$ cat config.mk
export PLATFORM = sky130hd
export DESIGN_NAME = rw_turnaround_ctrl
export DESIGN_NICKNAME = d
export VERILOG_FILES = /design/src/rtl/rwt_pkg.sv /design/src/rtl/rwt_occupancy.sv /design/src/rtl/rwt_wr_book.sv /design/src/rtl/rwt_mode_fsm.sv /design/src/rtl/rw_turnaround_ctrl.sv
export SDC_FILE = /design/constraint.sdc
export NUM_CORES = 1
export LEC_CHECK = 0
export ABC_AREA = 0
export BUFFER_PORTS_ARGS = -buffer_cell sky130_fd_sc_hd__clkbuf_2
export CAP_MARGIN = 30
export CELL_PAD_IN_SITES_DETAIL_PLACEMENT = 0
export CELL_PAD_IN_SITES_GLOBAL_PLACEMENT = 1
export CORE_ASPECT_RATIO = 1.4
export CORE_MARGIN = 1.5
export CORE_UTILIZATION = 28
export DETAILED_ROUTE_END_ITERATION = 6
export HOLD_SLACK_MARGIN = 0.05
export MAX_ROUTING_LAYER = met4
export PLACE_DENSITY_LB_ADDON = 0.1
export SYNTH_ARGS = -nofsm -noshare
export SYNTH_HDL_FRONTEND = slang
export SYNTH_SLANG_ARGS = --single-unit
$ cat constraint.sdc
create_clock -name clk -period 7.6 [get_ports clk]
set_input_delay 0.38 -clock clk [delete_from_list [all_inputs] [get_ports clk]]
set_output_delay 0.38 -clock clk [all_outputs]
set_load 0.05 [all_outputs]
$ cat src/rtl/rwt_pkg.sv
package rwt_pkg;
  typedef enum logic [1:0] {
    BUS_RD    = 2'd0,
    BUS_RD2WR = 2'd1,
    BUS_WR    = 2'd2,
    BUS_WR2RD = 2'd3
  } bus_mode_e;
endpackage

$ cat src/rtl/rwt_occupancy.sv
module rwt_occupancy #(
  parameter int RQ_DEPTH = 8,
  parameter int WQ_DEPTH = 8,
  parameter int MAX_BURSTS = 4,
  localparam int BW = $clog2(MAX_BURSTS + 1),
  localparam int RCW = $clog2(RQ_DEPTH + 1),
  localparam int WCW = $clog2(WQ_DEPTH + 1)
) (
  input  logic           clk,
  input  logic           rst,
  input  logic           rd_req_valid,
  input  logic [BW-1:0]  rd_req_bursts,
  input  logic           rd_hit,
  input  logic           wr_req_valid,
  input  logic [BW-1:0]  wr_req_bursts,
  input  logic           rd_fire,
  input  logic           wr_fire,
  input  logic           resp_done,
  output logic [RCW-1:0] rd_wait,
  output logic [RCW-1:0] rd_level,
  output logic [WCW-1:0] wr_cnt,
  output logic           wr_take,
  output logic           rd_accept_o,
  output logic           wq_hit_o,
  output logic           wr_accept_o,
  output logic           rd_retry_o,
  output logic           wr_retry_o
);
  logic [RCW-1:0] rd_wait_q, rd_resp_q;
  logic [WCW-1:0] wr_cnt_q;
  logic rd_pend_q, wr_pend_q;
  logic rd_live, rd_room, rd_take, rd_rej;
  logic wr_live, wr_room, wr_rej, resp_ok;

  always_comb begin
    rd_live = rd_req_valid && (rd_req_bursts != '0);
    rd_room = (32'(rd_wait_q) + 32'(rd_resp_q) + 32'(rd_req_bursts)) <= 32'(RQ_DEPTH);
    rd_take = rd_live && !rd_hit && rd_room;
    rd_rej  = rd_live && !rd_hit && !rd_room;
    wr_live = wr_req_valid && (wr_req_bursts != '0);
    wr_room = (32'(wr_cnt_q) + 32'(wr_req_bursts)) <= 32'(WQ_DEPTH);
    wr_take = wr_live && wr_room;
    wr_rej  = wr_live && !wr_room;
    resp_ok = resp_done && (rd_resp_q != '0);
  end

  always_ff @(posedge clk) begin
    if (rst) begin
      rd_wait_q   <= '0;
      rd_resp_q   <= '0;
      wr_cnt_q    <= '0;
      rd_pend_q   <= 1'b0;
      wr_pend_q   <= 1'b0;
      rd_accept_o <= 1'b0;
      wq_hit_o    <= 1'b0;
      wr_accept_o <= 1'b0;
      rd_retry_o  <= 1'b0;
      wr_retry_o  <= 1'b0;
    end else begin
      rd_wait_q <= RCW'(32'(rd_wait_q) + (rd_take ? 32'(rd_req_bursts) : 32'd0) - 32'(rd_fire));
      rd_resp_q <= RCW'(32'(rd_resp_q) + 32'(rd_fire) - 32'(resp_ok));
      wr_cnt_q  <= WCW'(32'(wr_cnt_q) + (wr_take ? 32'(wr_req_bursts) : 32'd0) - 32'(wr_fire));
      rd_accept_o <= rd_live && (rd_hit || rd_room);
      wq_hit_o    <= rd_live && rd_hit;
      wr_accept_o <= wr_take;
      rd_retry_o  <= rd_pend_q && resp_ok;
      wr_retry_o  <= wr_pend_q && wr_fire;
      if (rd_rej) rd_pend_q <= 1'b1;
      else if (resp_ok) rd_pend_q <= 1'b0;
      if (wr_rej) wr_pend_q <= 1'b1;
      else if (wr_fire) wr_pend_q <= 1'b0;
    end
  end

  assign rd_wait  = rd_wait_q;
  assign rd_level = RCW'(32'(rd_wait_q) + 32'(rd_resp_q));
  assign wr_cnt   = wr_cnt_q;


  rd_cap_chk: assert property (@(posedge clk) disable iff (rst)
    (32'(rd_wait_q) + 32'(rd_resp_q)) <= 32'(RQ_DEPTH));

  wr_cap_chk: assert property (@(posedge clk) disable iff (rst)
    32'(wr_cnt_q) <= 32'(WQ_DEPTH));

  rd_retry_chk: assert property (@(posedge clk) disable iff (rst)
    rd_retry_o |-> $past(resp_done));

  zero_req_chk: assert property (@(posedge clk) disable iff (rst)
    (rd_req_valid && rd_req_bursts == '0) |=> !rd_accept_o);
endmodule

$ cat src/rtl/rwt_wr_book.sv
module rwt_wr_book #(
  parameter int AW = 16,
  parameter int WQ_DEPTH = 8,
  parameter int MAX_BURSTS = 4,
  localparam int BW = $clog2(MAX_BURSTS + 1),
  localparam int PW = (WQ_DEPTH > 1) ? $clog2(WQ_DEPTH) : 1
) (
  input  logic          clk,
  input  logic          rst,
  input  logic          wr_take,
  input  logic [AW-1:0] wr_addr,
  input  logic [BW-1:0] wr_bursts,
  input  logic          wr_fire,
  input  logic [AW-1:0] rd_addr,
  input  logic [BW-1:0] rd_bursts,
  output logic          rd_hit
);
  logic [AW-1:0] base_mem [WQ_DEPTH];
  logic [BW-1:0] len_mem [WQ_DEPTH];
  logic [WQ_DEPTH-1:0] valid_q;
  logic [WQ_DEPTH-1:0] hit_vec;
  logic [PW-1:0] head_q, tail_q;
  logic [BW-1:0] used_q;
  logic [AW:0] rd_lo, rd_hi;

  function automatic logic [PW-1:0] bump(input logic [PW-1:0] p);
    return (32'(p) == WQ_DEPTH - 1) ? '0 : p + 1'b1;
  endfunction

  assign rd_lo = {1'b0, rd_addr};
  assign rd_hi = rd_lo + (AW+1)'(rd_bursts);

  // Each slot compares the read range against its unissued part.
  generate
    for (genvar g = 0; g < WQ_DEPTH; g++) begin : g_slot
      logic [AW:0] lo, hi;
      assign lo = {1'b0, base_mem[g]} + ((32'(head_q) == g) ? (AW+1)'(used_q) : '0);
      assign hi = {1'b0, base_mem[g]} + (AW+1)'(len_mem[g]);
      assign hit_vec[g] = valid_q[g] && (rd_bursts != '0) && (rd_lo >= lo) && (rd_hi <= hi);
    end
  endgenerate

  assign rd_hit = |hit_vec;

  always_ff @(posedge clk) begin
    if (wr_take) begin
      base_mem[tail_q] <= wr_addr;
      len_mem[tail_q]  <= wr_bursts;
    end
  end

  always_ff @(posedge clk) begin
    if (rst) begin
      valid_q <= '0;
      head_q  <= '0;
      tail_q  <= '0;
      used_q  <= '0;
    end else begin
      if (wr_take) begin
        valid_q[tail_q] <= 1'b1;
        tail_q <= bump(tail_q);
      end
      if (wr_fire) begin
        if ((used_q + BW'(1)) == len_mem[head_q]) begin
          valid_q[head_q] <= 1'b0;
          head_q <= bump(head_q);
          used_q <= '0;
        end else begin
          used_q <= used_q + BW'(1);
        end
      end
    end
  end


  retire_live_chk: assert property (@(posedge clk) disable iff (rst)
    wr_fire |-> valid_q[head_q]);
endmodule

$ cat src/rtl/rwt_mode_fsm.sv
module rwt_mode_fsm
  import rwt_pkg::*;
#(
  parameter int RQ_DEPTH = 8,
  parameter int WQ_DEPTH = 8,
  parameter int HI_MARK = 6,
  parameter int LO_MARK = 2,
  parameter int MIN_WR = 3,
  parameter int T_RTW = 2,
  parameter int T_WTR = 3,
  localparam int RCW = $clog2(RQ_DEPTH + 1),
  localparam int WCW = $clog2(WQ_DEPTH + 1),
  localparam int TMAX = (T_RTW > T_WTR) ? T_RTW : T_WTR,
  localparam int TW = $clog2(TMAX + 1),
  localparam int DW = $clog2(MIN_WR + 1)
) (
  input  logic           clk,
  input  logic           rst,
  input  logic [RCW-1:0] rd_wait,
  input  logic [WCW-1:0] wr_cnt,
  input  logic           rd_issue,
  input  logic           wr_issue,
  output logic [1:0]     mode,
  output logic           grant_rd,
  output logic           grant_wr,
  output logic           rd_fire,
  output logic           wr_fire
);
  bus_mode_e mode_q;
  logic [TW-1:0] tmr_q;
  logic [DW-1:0] wr_done_q;
  logic go_write, go_read;

  assign grant_rd = (mode_q == BUS_RD) && (rd_wait != '0);
  assign grant_wr = (mode_q == BUS_WR) && (wr_cnt != '0);
  assign rd_fire  = rd_issue && grant_rd;
  assign wr_fire  = wr_issue && grant_wr;
  assign mode     = mode_q;

  always_comb begin
    go_write = (32'(wr_cnt) > 32'(HI_MARK)) || ((rd_wait == '0) && (wr_cnt != '0));
    go_read  = (wr_cnt == '0) ||
               ((32'(wr_done_q) >= 32'(MIN_WR)) && (32'(wr_cnt) <= 32'(LO_MARK)) && (rd_wait != '0));
  end

  always_ff @(posedge clk) begin
    if (rst) begin
      mode_q    <= BUS_RD;
      tmr_q     <= '0;
      wr_done_q <= '0;
    end else begin
      case (mode_q)
        BUS_RD: if (go_write) begin
          mode_q <= BUS_RD2WR;
          tmr_q  <= TW'(T_RTW - 1);
        end
        BUS_RD2WR: if (tmr_q == '0) begin
          mode_q    <= BUS_WR;
          wr_done_q <= '0;
        end else begin
          tmr_q <= tmr_q - 1'b1;
        end
        BUS_WR: begin
          if (wr_fire && (32'(wr_done_q) < 32'(MIN_WR))) wr_done_q <= wr_done_q + 1'b1;
          if (go_read) begin
            mode_q <= BUS_WR2RD;
            tmr_q  <= TW'(T_WTR - 1);
          end
        end
        default: if (tmr_q == '0) begin
          mode_q <= BUS_RD;
        end else begin
          tmr_q <= tmr_q - 1'b1;
        end
      endcase
    end
  end


  rtw_path_chk: assert property (@(posedge clk) disable iff (rst)
    (mode_q == BUS_WR) |-> ($past(mode_q) == BUS_WR || $past(mode_q) == BUS_RD2WR));

  wr_exit_chk: assert property (@(posedge clk) disable iff (rst)
    (mode_q == BUS_WR2RD && $past(mode_q) == BUS_WR) |->
      ($past(wr_cnt) == '0 || 32'($past(wr_done_q)) >= 32'(MIN_WR)));

  hi_mark_chk: assert property (@(posedge clk) disable iff (rst)
    (mode_q == BUS_RD && 32'(wr_cnt) > 32'(HI_MARK)) |=> (mode_q == BUS_RD2WR));

  no_dual_grant_chk: assert property (@(posedge clk) disable iff (rst)
    !(rd_fire && wr_fire));
endmodule

$ cat src/rtl/rw_turnaround_ctrl.sv
module rw_turnaround_ctrl #(
  parameter int AW = 16,
  parameter int RQ_DEPTH = 8,
  parameter int WQ_DEPTH = 8,
  parameter int MAX_BURSTS = 4,
  parameter int HI_MARK = 6,
  parameter int LO_MARK = 2,
  parameter int MIN_WR = 3,
  parameter int T_RTW = 2,
  parameter int T_WTR = 3,
  localparam int BW = $clog2(MAX_BURSTS + 1),
  localparam int RCW = $clog2(RQ_DEPTH + 1),
  localparam int WCW = $clog2(WQ_DEPTH + 1)
) (
  input  logic           clk,
  input  logic           rst,
  input  logic           rd_req_valid,
  input  logic [AW-1:0]  rd_req_addr,
  input  logic [BW-1:0]  rd_req_bursts,
  input  logic           wr_req_valid,
  input  logic [AW-1:0]  wr_req_addr,
  input  logic [BW-1:0]  wr_req_bursts,
  input  logic           rd_issue,
  input  logic           wr_issue,
  input  logic           resp_done,
  output logic [1:0]     bus_mode,
  output logic           grant_rd,
  output logic           grant_wr,
  output logic           rd_accept,
  output logic           wr_accept,
  output logic           wq_hit,
  output logic           rd_retry,
  output logic           wr_retry,
  output logic [RCW-1:0] rd_level,
  output logic [WCW-1:0] wr_level
);
  logic [RCW-1:0] rd_wait;
  logic [WCW-1:0] wr_cnt;
  logic rd_hit, wr_take, rd_fire, wr_fire;

  rwt_wr_book #(.AW(AW), .WQ_DEPTH(WQ_DEPTH), .MAX_BURSTS(MAX_BURSTS)) u_book (
    .clk(clk), .rst(rst), .wr_take(wr_take), .wr_addr(wr_req_addr),
    .wr_bursts(wr_req_bursts), .wr_fire(wr_fire), .rd_addr(rd_req_addr),
    .rd_bursts(rd_req_bursts), .rd_hit(rd_hit)
  );

  rwt_occupancy #(.RQ_DEPTH(RQ_DEPTH), .WQ_DEPTH(WQ_DEPTH), .MAX_BURSTS(MAX_BURSTS)) u_occ (
    .clk(clk), .rst(rst), .rd_req_valid(rd_req_valid), .rd_req_bursts(rd_req_bursts),
    .rd_hit(rd_hit), .wr_req_valid(wr_req_valid), .wr_req_bursts(wr_req_bursts),
    .rd_fire(rd_fire), .wr_fire(wr_fire), .resp_done(resp_done), .rd_wait(rd_wait),
    .rd_level(rd_level), .wr_cnt(wr_cnt), .wr_take(wr_take), .rd_accept_o(rd_accept),
    .wq_hit_o(wq_hit), .wr_accept_o(wr_accept), .rd_retry_o(rd_retry), .wr_retry_o(wr_retry)
  );

  rwt_mode_fsm #(.RQ_DEPTH(RQ_DEPTH), .WQ_DEPTH(WQ_DEPTH), .HI_MARK(HI_MARK), .LO_MARK(LO_MARK),
                 .MIN_WR(MIN_WR), .T_RTW(T_RTW), .T_WTR(T_WTR)) u_fsm (
    .clk(clk), .rst(rst), .rd_wait(rd_wait), .wr_cnt(wr_cnt), .rd_issue(rd_issue),
    .wr_issue(wr_issue), .mode(bus_mode), .grant_rd(grant_rd), .grant_wr(grant_wr),
    .rd_fire(rd_fire), .wr_fire(wr_fire)
  );

  assign wr_level = wr_cnt;
endmodule

Word-level counts from Yosys, hierarchy flattened
Memories as Yosys holds them, arrays and structs flattened. A register that Yosys moved wholly into a read port is not among the register bits.
Cells that the tools add are included.

storage, ports and cells
  flip-flop bits (word level) = 42
  memory bits (writable) = 152
  bits of input ports = 45
  output and inout port bits = 17
  logic and storage cells = 205
  memories = 2

cells by class
  add/subtract/negate cells = 31
  order comparisons = 26
  eq/ne operators = 16
  muxes and demuxes = 39
  bitwise gates (word level) = 3
  reductions and logical operators = 71

memories
  name             depth  bits a word  read ports  clocked after Yosys merged registers in  wr ports  line               RTL
  u_book.base_mem  8      16           8           0                                        1         rwt_wr_book.sv:18  logic [AW-1:0] base_mem [WQ_DEPTH];
  u_book.len_mem   8      3            9           1                                        1         rwt_wr_book.sv:19  logic [BW-1:0] len_mem [WQ_DEPTH];

operators by type and width
  kind                                                             count
  adder 16 x 3 -> 17 bit                                           9
  adder 16 x 17 -> 17 bit                                          8
  greater-or-equal comparator 16 x 17 -> 1 bit                     8
  less-or-equal comparator 17 bit                                  8
  less-or-equal comparator 32 x 4 -> 1 bit, second input constant  2
  logical AND 1 bit                                                46
  2-to-1 mux 3 bit                                                 15
  adder 32 x 3 -> 32 bit                                           1
  2-to-1 mux 8 bit                                                 4
  equality test 3 bit, second input constant                       5
  2-to-1 mux 2 bit                                                 7
  nonzero test 4 bit                                               3
  subtractor 4 x 1 -> 4 bit                                        3
  adder 3 x 1 -> 3 bit, second input constant                      3
  nonzero test 3 bit                                               3
  adder 4 bit                                                      2
  AND 8 bit                                                        1
  zero test 4 bit                                                  2
  less-than comparator 3 x 4 -> 1 bit, second input constant       2
  2-to-1 mux 1 bit                                                 8
  inverter 8 bit                                                   1
  bitwise OR 8 bit                                                 1
  case mux 2 bit (2 select lines)                                  2
  OR reduction 8 bit                                               1
  other kinds (28)                                                 41

Longest topological paths before layout
Gate-level depths: netlist (run 1).

  depth in word-level cells = 13
  depth in mapped cells = 29
  mapped depth without buffers = 28

By module
From an unflattened synthesis (run 1), not the netlist that was laid out.

unflattened totals
  cells, all modules = 1960
  area total of the unflattened synthesis = 18631.6 um^2

by module, submodules not included
  module         instances  cells an instance  area an instance (um^2)  sequential area each (um^2)
  rwt_wr_book    1          1734               16648.5                  4964.8
  rwt_occupancy  1          166                1506.4                   380.4
  rwt_mode_fsm   1          60                 476.7                    120.1

Least setup slack after synthesis (run 1)
No wires, ideal clock.

  path kind = register -> register
  from = register u_book.head_q[2]
  to = register u_occ.rd_wait_q[3], in the netlist u_occ.rd_wait[3]
  setup time = 128 ps
  arrival = 5147 ps
  data required time = 7472 ps
  path slack = 2325 ps
  cell stages (with the launch flop) = 28
  buffers on the path = 3
  period minus slack after synthesis = 5275 ps
  cells stage by stage = dfxtp_1 > clkbuf_1 > clkbuf_1 > and3_1 > ha_1 > inv_1 > fa_1 > nor2b_1 > o2111a_4 > nand3_1 > xor2_1 > ha_1 > a21oi_1 > o21ai_0 > a2111oi_0 > a31oi_1 > o221a_1 > a311oi_1 > and4_1 > buf_4 > nand4_1 > ha_1 > inv_1 > ha_1 > a21o_1 > a21oi_1 > xnor2_1 > nor2_1

between the ends
  cells in the longest elaborated chain, start to end = 13
  elaborated cells between the ends (all ways) = 55
  classes of those cells = add/sub: 10; order compare: 8; eq/ne: 7; mux: 9; reduce/logical: 21

ends and longest elaborated chain
  what                                                  line                 RTL
  start, declared                                       rwt_wr_book.sv:22    logic [PW-1:0] head_q, tail_q;
  start signal, assigned                                rwt_wr_book.sv:66    head_q <= bump(head_q);
  equality test 3 x 1 -> 1 bit (tied with other cells)  rwt_wr_book.sv:37    assign lo = {1'b0, base_mem[g]} + ((32'(head_q) == g) ? (AW+1)'(used_q) : '0);
  2-to-1 mux 3 bit                                      rwt_wr_book.sv:37
  adder 16 x 17 -> 17 bit                               rwt_wr_book.sv:37
  greater-or-equal comparator 16 x 17 -> 1 bit          rwt_wr_book.sv:39    assign hit_vec[g] = valid_q[g] && (rd_bursts != '0) && (rd_lo >= lo) && (rd_hi <= hi);
  logical AND 1 bit (2 in series)                       rwt_wr_book.sv:39
  OR reduction 8 bit *                                  rwt_wr_book.sv:43    assign rd_hit = |hit_vec;
  zero test 1 bit *                                     rwt_occupancy.sv:38  rd_take = rd_live && !rd_hit && rd_room;
  logical AND 1 bit * (2 in series)                     rwt_occupancy.sv:38
  2-to-1 mux 3 bit *                                    rwt_occupancy.sv:60  rd_wait_q <= RCW'(32'(rd_wait_q) + (rd_take ? 32'(rd_req_bursts) : 32'd0) - 32'(rd_fire));
  adder 4 bit *                                         rwt_occupancy.sv:60
  subtractor 4 x 1 -> 4 bit *                           rwt_occupancy.sv:60
  end signal, assigned                                  rwt_occupancy.sv:60
  end, declared                                         rwt_occupancy.sv:29  logic [RCW-1:0] rd_wait_q, rd_resp_q;

Mark *: on every way between the ends. The rest lies on a longest branch, timed or not.
A chain may end at the register's enable or synchronous reset.

Worst setup path in the final report (run 1)
  from = register u_book.head_q[0]
  to = register u_occ.rd_wait_q[3], in the netlist u_occ.rd_wait[3]

The elaborated chain is that of the path after synthesis.

==> results_dict.tcl, run 1 <==
set metrics [dict create \
    syn_area_um2 18600 \
    grt_overflow_total 0 \
    power_frac_clock_pct 24.8 \
    p_seq_share_pct 35.7 \
    grt_max_degree 40 \
    synth.largest_area_cell "edfxtp_1" \
    total_power_w 0.00389 \
    yosys-top-cells-area "edfxtp_1, ha_1, xnor2_1" \
    cp_max_fo 10 \
    async_flop_share_pct 0 \
    synth.distinct_cells 69 \
    powerDensity_nw_per_um2 187 \
    synth-seq-area-share_pct 29.4 \
    final_cell_mix "ha_1, nor2_1, nand2_1" \
    maxCapViolations 0 \
    hold_violations 0 \
    dieArea_um2 67900 \
    finalCritPeriodShare_pct 84.5 \
    drtIter0Drc 960 \
    critical_path_class "flop to flop" \
    clock_latency_ns 0.52 \
    synth_edf_count 152 \
    h-tree-depth 4 \
    violations "design-rule violations" \
    finalSetupTns_ns 0 \
    drive_gt1_share_pct 8.30 \
    die_h_um 308 \
    final_common_cell "ha_1" \
    place.gp.congestion 0.908 \
    core_area_um2 65600 \
    setup_viol 0 \
    combPwrFrac_pct 39.5 \
    wirelength_mm 73.3 \
    ys_ff_latch 197 \
    min_period_ns 6.42 \
    cp_slowest_stage_delay_ns 0.52 \
    remaining_drc_errors 4 \
    vdd_ir_drop_max_uv 214 \
    first_pass_iters 7 \
    viasPerCell 5.14 \
    layout.nets 2459 \
    cp_common_cell "ha_1" \
    cts_tree "done" \
    cp.arrival_ns 6.78 \
    max_freq_ghz 0.156 \
    grt_pass1_vias 14927 \
    ctsResizeCount 0 \
    required_ns 7.96 \
    area_growth_syn_to_layout_pct 12.0 \
    netlist.area_leader.share_pct 24.6 \
    p_leak_nw 8.37 \
    synth-main-ff-cell "edfxtp_1" \
    worst-slew-pin-transition_ns 0.944 \
    rsz0062_at_grt "false" \
    grt_pass1_wl_mm 105 \
    outcome "finished, violations left" \
    cp_slowest_cell "dfxtp_1" \
    wl_per_cell_um 25.3 \
    fin_skew_ns 0.0209 \
    cts_hold_buffers 0 \
    numPortBuffers 61 \
    intPower_w 0.00230 \
    path_clk_slew_ns 0.09 \
    swShare_pct 40.9 \
    syn_avg_cell_area_um2 9.55 \
    cts_buffers 17 \
    grt.total_usage_pct 22.9 \
    syn_inst 1945 \
    cts-root-buf "clkbuf_16" \
    cts_sinks 197 \
    dp_hpwl_mm 56.2 \
    synth_fp_nets 2369 \
    ant_nets 0 \
    slew_viol_final 0 \
    critPathLaunchType "flop" \
    power_switching_w 0.00159 \
    yosys_warnings 0 \
    fp.dieW_um 221 \
    endpoint_kind "flop" \
    slew-limit-headroom_pct 36.5 \
    antenna_found_initial 2 \
    vias 14887 \
    initial_core_util_pct 28.3 \
    clockBufferDepth 2 \
    fp-row-count 111 \
    hp-class "input pin to flop" \
    cts_setup_buffers 0 \
    num_io_pins 62 \
]
-- cells in the mapped netlist (6+ instances only) --
master    count
edfxtp_1    152
inv_1        91
o211ai_1      9
ha_1        356
o31ai_1       7
and4_1       18
nand2_1     154
xor2_1      113
or2_2        10
a21oi_1     141
and2_1       16
mux2i_1       9
xnor2_1     142
nand3b_1      6
clkbuf_1     30
a21o_1       45
nand4_1      63
nor3_1       22
a31oi_1      12
nand2b_1     14
or3_1         6
o21a_1       13
nor2_1      166
and3_1       25
mux4_2        6
a211oi_1     10
dfxtp_1      45
nand3_1      81
fa_1         23
o21ai_0      43
nor2b_1      34
-- worst max-delay path, delay by kind of cell (launching register included) --
kind / cells / cell delay [ns]
AOI/OAI and AO/OA: 9 / 2.38
adders and majority gates: 6 / 1.61
and+or+nand+nor: 6 / 1.11
xor gates and xnor gates: 2 / 0.35
DFF: 1 / 0.52
buffers and inverters: 3 / 0.29
-- layout make-up --
cell class / instances / area [µm²]
multi-input cells: 1618 / 12600
clock inverters: 13 / 134
diodes: 1 / 2.50
repair buffers: 110 / 716
well taps: 847 / 1060
inverters: 91 / 342
fillers: 6858 / 44800
flip-flops and latches: 197 / 5470
clock buffers: 19 / 443
-- final timing paths --
check / slack [ns] / startpoint / cells after the start / to
worst max register to register: 1.18 / u_book.head_q[0] / 26 / u_occ.rd_wait[3]
worst min register to register: 0.47 / u_occ.rd_pend_q / 2 / u_occ.rd_pend_q
worst min-delay path: 0.17 / resp_done / 3 / u_occ.rd_retry_o
worst max-delay path: 1.18 / u_book.head_q[0] / 26 / u_occ.rd_wait[3]
-- layer usage --
layer / global-route usage [%] / routed length (µm)
met1: 27.1 / 31500
met3: 3.87 / 2840
met5: - / 0
met4: 10.4 / 3240
met2: 37.9 / 35700
-- sequential cells by signal (all words and copies together), names as in the netlist, 2 cells and up, named ones only --
signal / flops
u_book.base_mem: 128
u_book.len_mem: 24
u_book.valid_q: 8
u_occ.rd_resp_q: 4
u_occ.rd_wait: 4
u_occ.wr_cnt: 4
u_book.head_q: 3
u_book.tail_q: 3
u_book.used_q: 3
u_fsm.mode: 2
u_fsm.tmr_q: 2
u_fsm.wr_done_q: 2
-- stage by stage --
stage	util (%)	instances	worst slack (ns)	area (µm²)	hold slack [ns]
CTS	31.7	2895	1.13	20800	0.131
finish	31.7	2896	1.18	20800	0.167
global placement	30.7	2858	1.21	20100	0.463
global route	31.7	2895	0.659	20800	0.169
detailed placement	30.9	2863	1.17	20200	0.463
floorplan	-	1945	2.33	18600	0.435
-- cell families (layout without fill, tap and decap cells) --
logic type | Yosys count | count (layout) | share of synthesized area [%]
muxes | 16 | 16 | 1.27
xor gates and xnor gates | 255 | 255 | 12.0
other | 0 | 1 | 0
AOI/OAI and AO/OA | 338 | 338 | 11.5
buffers and inverters | 130 | 233 | 2.70
adders and majority gates | 379 | 379 | 26.5
DFF | 197 | 197 | 29.4
and+or+nand+nor | 630 | 630 | 16.6
-- power groups by stage --
| stage | Clock (W) | Combinational, W | Sequential, W |
|---|---|---|---|
| 2_1_floorplan | 0 | 0.00104 | 0.00141 |
| 4_1_cts | 0.00100 | 0.00156 | 0.00139 |
| 3_5_place_dp | 0 | 0.00155 | 0.00141 |
| 5_1_grt | 0.00103 | 0.00173 | 0.00140 |
| 3_3_place_gp | 0 | 0.00153 | 0.00141 |
| 6_report | 0.000965 | 0.00154 | 0.00139 |
(Power assumes the default switching activity.)
==> inputs of run 2 (changes only) <==
==> constraint.sdc (replaced) <==
create_clock -name clk -period 5.65 [get_ports clk]
set_input_delay 0.2825 -clock clk [delete_from_list [all_inputs] [get_ports clk]]
set_output_delay 0.2825 -clock clk [all_outputs]
set_load 0.05 [all_outputs]
==> results_dict.tcl, run 2 (same netlist as run 1, synthesis figures left out) <==
set metrics [dict create \
    outcome "finished, violations left" \
    violations "design-rule violations" \
    drive_gt1_share_pct 14.5 \
    seq_area_um2 5470 \
    setup_viol 0 \
    dp_hpwl_mm 58.3 \
    fin_skew_ns 0.00965 \
    critPathLaunchType "flop" \
    fp-row-count 111 \
    max_freq_ghz 0.183 \
    cp.arrival_ns 5.86 \
    maxCapViolations 0 \
    vdd_ir_drop_max_uv 357 \
    final_common_cell "ha_1" \
    numPortBuffers 61 \
    remaining_drc_errors 2 \
    wirelength_mm 71.9 \
    antenna_found_initial 0 \
    num_io_pins 62 \
    rsz0062_at_grt "false" \
    endpoint_kind "flop" \
    wl_per_cell_um 23.8 \
    worst-slew-pin-transition_ns 0.892 \
    slew_viol_final 0 \
    dieArea_um2 67900 \
    first_pass_iters 7 \
    antennaDiodeCount 0 \
    fin_ws_ns 0.189 \
    total_power_w 0.00530 \
    layout.nets 2581 \
    finalCritPeriodShare_pct 96.6 \
    fp.dieW_um 221 \
    clockBufferDepth 2 \
    cts-root-buf "clkbuf_16" \
    min_period_ns 5.46 \
    path_clk_slew_ns 0.08 \
    vias 15169 \
    cp_max_fo 5 \
    top_regs "u_book.base_mem x128, u_book.len_mem x24, u_book.valid_q x8" \
    viasPerCell 5.03 \
    grt_overflow_total 0 \
    grt_max_degree 32 \
    place.gp.congestion 0.888 \
    initial_core_util_pct 28.3 \
    grt_pass1_wl_mm 105 \
    hold_violations 0 \
    p_leak_nw 8.97 \
    post-place-ws_ns -0.309 \
    die_h_um 308 \
    multi_input_area_um2 12700 \
    h-tree-depth 4 \
    critical_path_class "flop to flop" \
    cts_tree "done" \
    grt_pass1_vias 15276 \
    top_register "u_book.base_mem" \
    final_cell_mix "ha_1, buf_4, nor2_1" \
    largest_reg_flops 128 \
    hp-class "input pin to flop" \
    cts_sinks 197 \
    core_area_um2 65600 \
    fillerInstances 6882 \
    slew-limit-headroom_pct 40.5 \
    cts_buffers 17 \
    drtIter0Drc 769 \
    area_growth_syn_to_layout_pct 17.5 \
    cts_hold_buffers 0 \
    powerDensity_nw_per_um2 243 \
    ant_nets 0 \
    required_ns 6.05 \
    grt.total_usage_pct 22.4 \
    clock_latency_ns 0.50 \
]
==> run 2: cell count changes in the layout (fill, tap and decap cells not counted), sizes merged <==
cell / change
buf: +122
clkbuf: +3
clkinv: -2
inv: -2
clkinvlp: +1
diode: -1
==> run 2: routing by layer <==
layer | routed length [µm] | track usage, % | up-vias
li1 | - | - | 7517
met4 | 1920 | 6.52 | 0
met2 | 36300 | 38.8 | 248
met3 | 1650 | 2.38 | 72
met5 | 0 | - | -
met1 | 32000 | 27.3 | 7332
==> run 2: stage by stage <==
step / utilization (%) / area (µm²) / instances / TNS (ns) / hold slack [ns]
2_1_floorplan: - / 18600 / 1945 / 0 / 0.381
3_3_place_gp: 32.2 / 21100 / 2982 / -0.694 / 0.456
3_5_place_dp: 32.2 / 21100 / 2983 / -0.757 / 0.455
4_1_cts: 33.1 / 21700 / 3015 / 0 / 0.0727
5_1_grt: 33.3 / 21800 / 3017 / 0 / 0.0945
6_report: 33.3 / 21800 / 3017 / 0 / 0.0981
==> run 2: final cells by class <==
| cell class | count | area share [%] |
|---|---|---|
| tap | 847 | 4.86 |
| sequential | 197 | 25.1 |
| inverter | 91 | 1.57 |
| timing repair buffer | 232 | 7.50 |
| clock buffer | 22 | 2.28 |
| clock inverter | 10 | 0.356 |
| multi-input combinational | 1618 | 58.4 |
==> run 2: worst paths after layout <==
| check | slack (ns) | start | to | depth (start not counted) |
|---|---|---|---|---|
| worst max-delay path | 0.19 | u_book.head_q[1] | u_occ.rd_wait[3] | 26 |
| worst max register to register | 0.19 | u_book.head_q[1] | u_occ.rd_wait[3] | 26 |
| worst min register to register | 0.47 | u_occ.rd_pend_q | u_occ.rd_pend_q | 2 |
| worst min-delay path | 0.1 | rst | u_occ.rd_resp_q[1] | 2 |
==> run 2: what timing repair did <==
action	in CTS	in global routing
setup buffers	0	2
endpoints found under the setup margin	3	3
pin swaps	3	16
resized for setup	7	29
==> run 2: critical path: stages (launching register included) <==
cell and delay, ns:
dfxtp_1 0.35, inv_1 0.06, ha_1 0.19, buf_4 0.17, and3_1 0.20, ha_1 0.32, nor2b_1 0.15, buf_4 0.15
o2111a_4 0.29, and2b_1 0.20, xnor2_1 0.14, ha_1 0.35, nand3_1 0.09, o21ai_0 0.10, o21ai_1 0.19, a31oi_1 0.13
o221a_1 0.30, a311oi_4 0.38, and4_4 0.35, nand4_1 0.11, ha_1 0.30, inv_1 0.04, ha_1 0.27, a21o_1 0.19
a21oi_2 0.14, xnor2_1 0.13, nor2_1 0.05
==> run 2: power by group <==
part	internal, W	switching, W
clock network	0.000637	0.000656
logic	0.000854	0.00129
registers	0.00170	0.000157
total	0.00319	0.00210
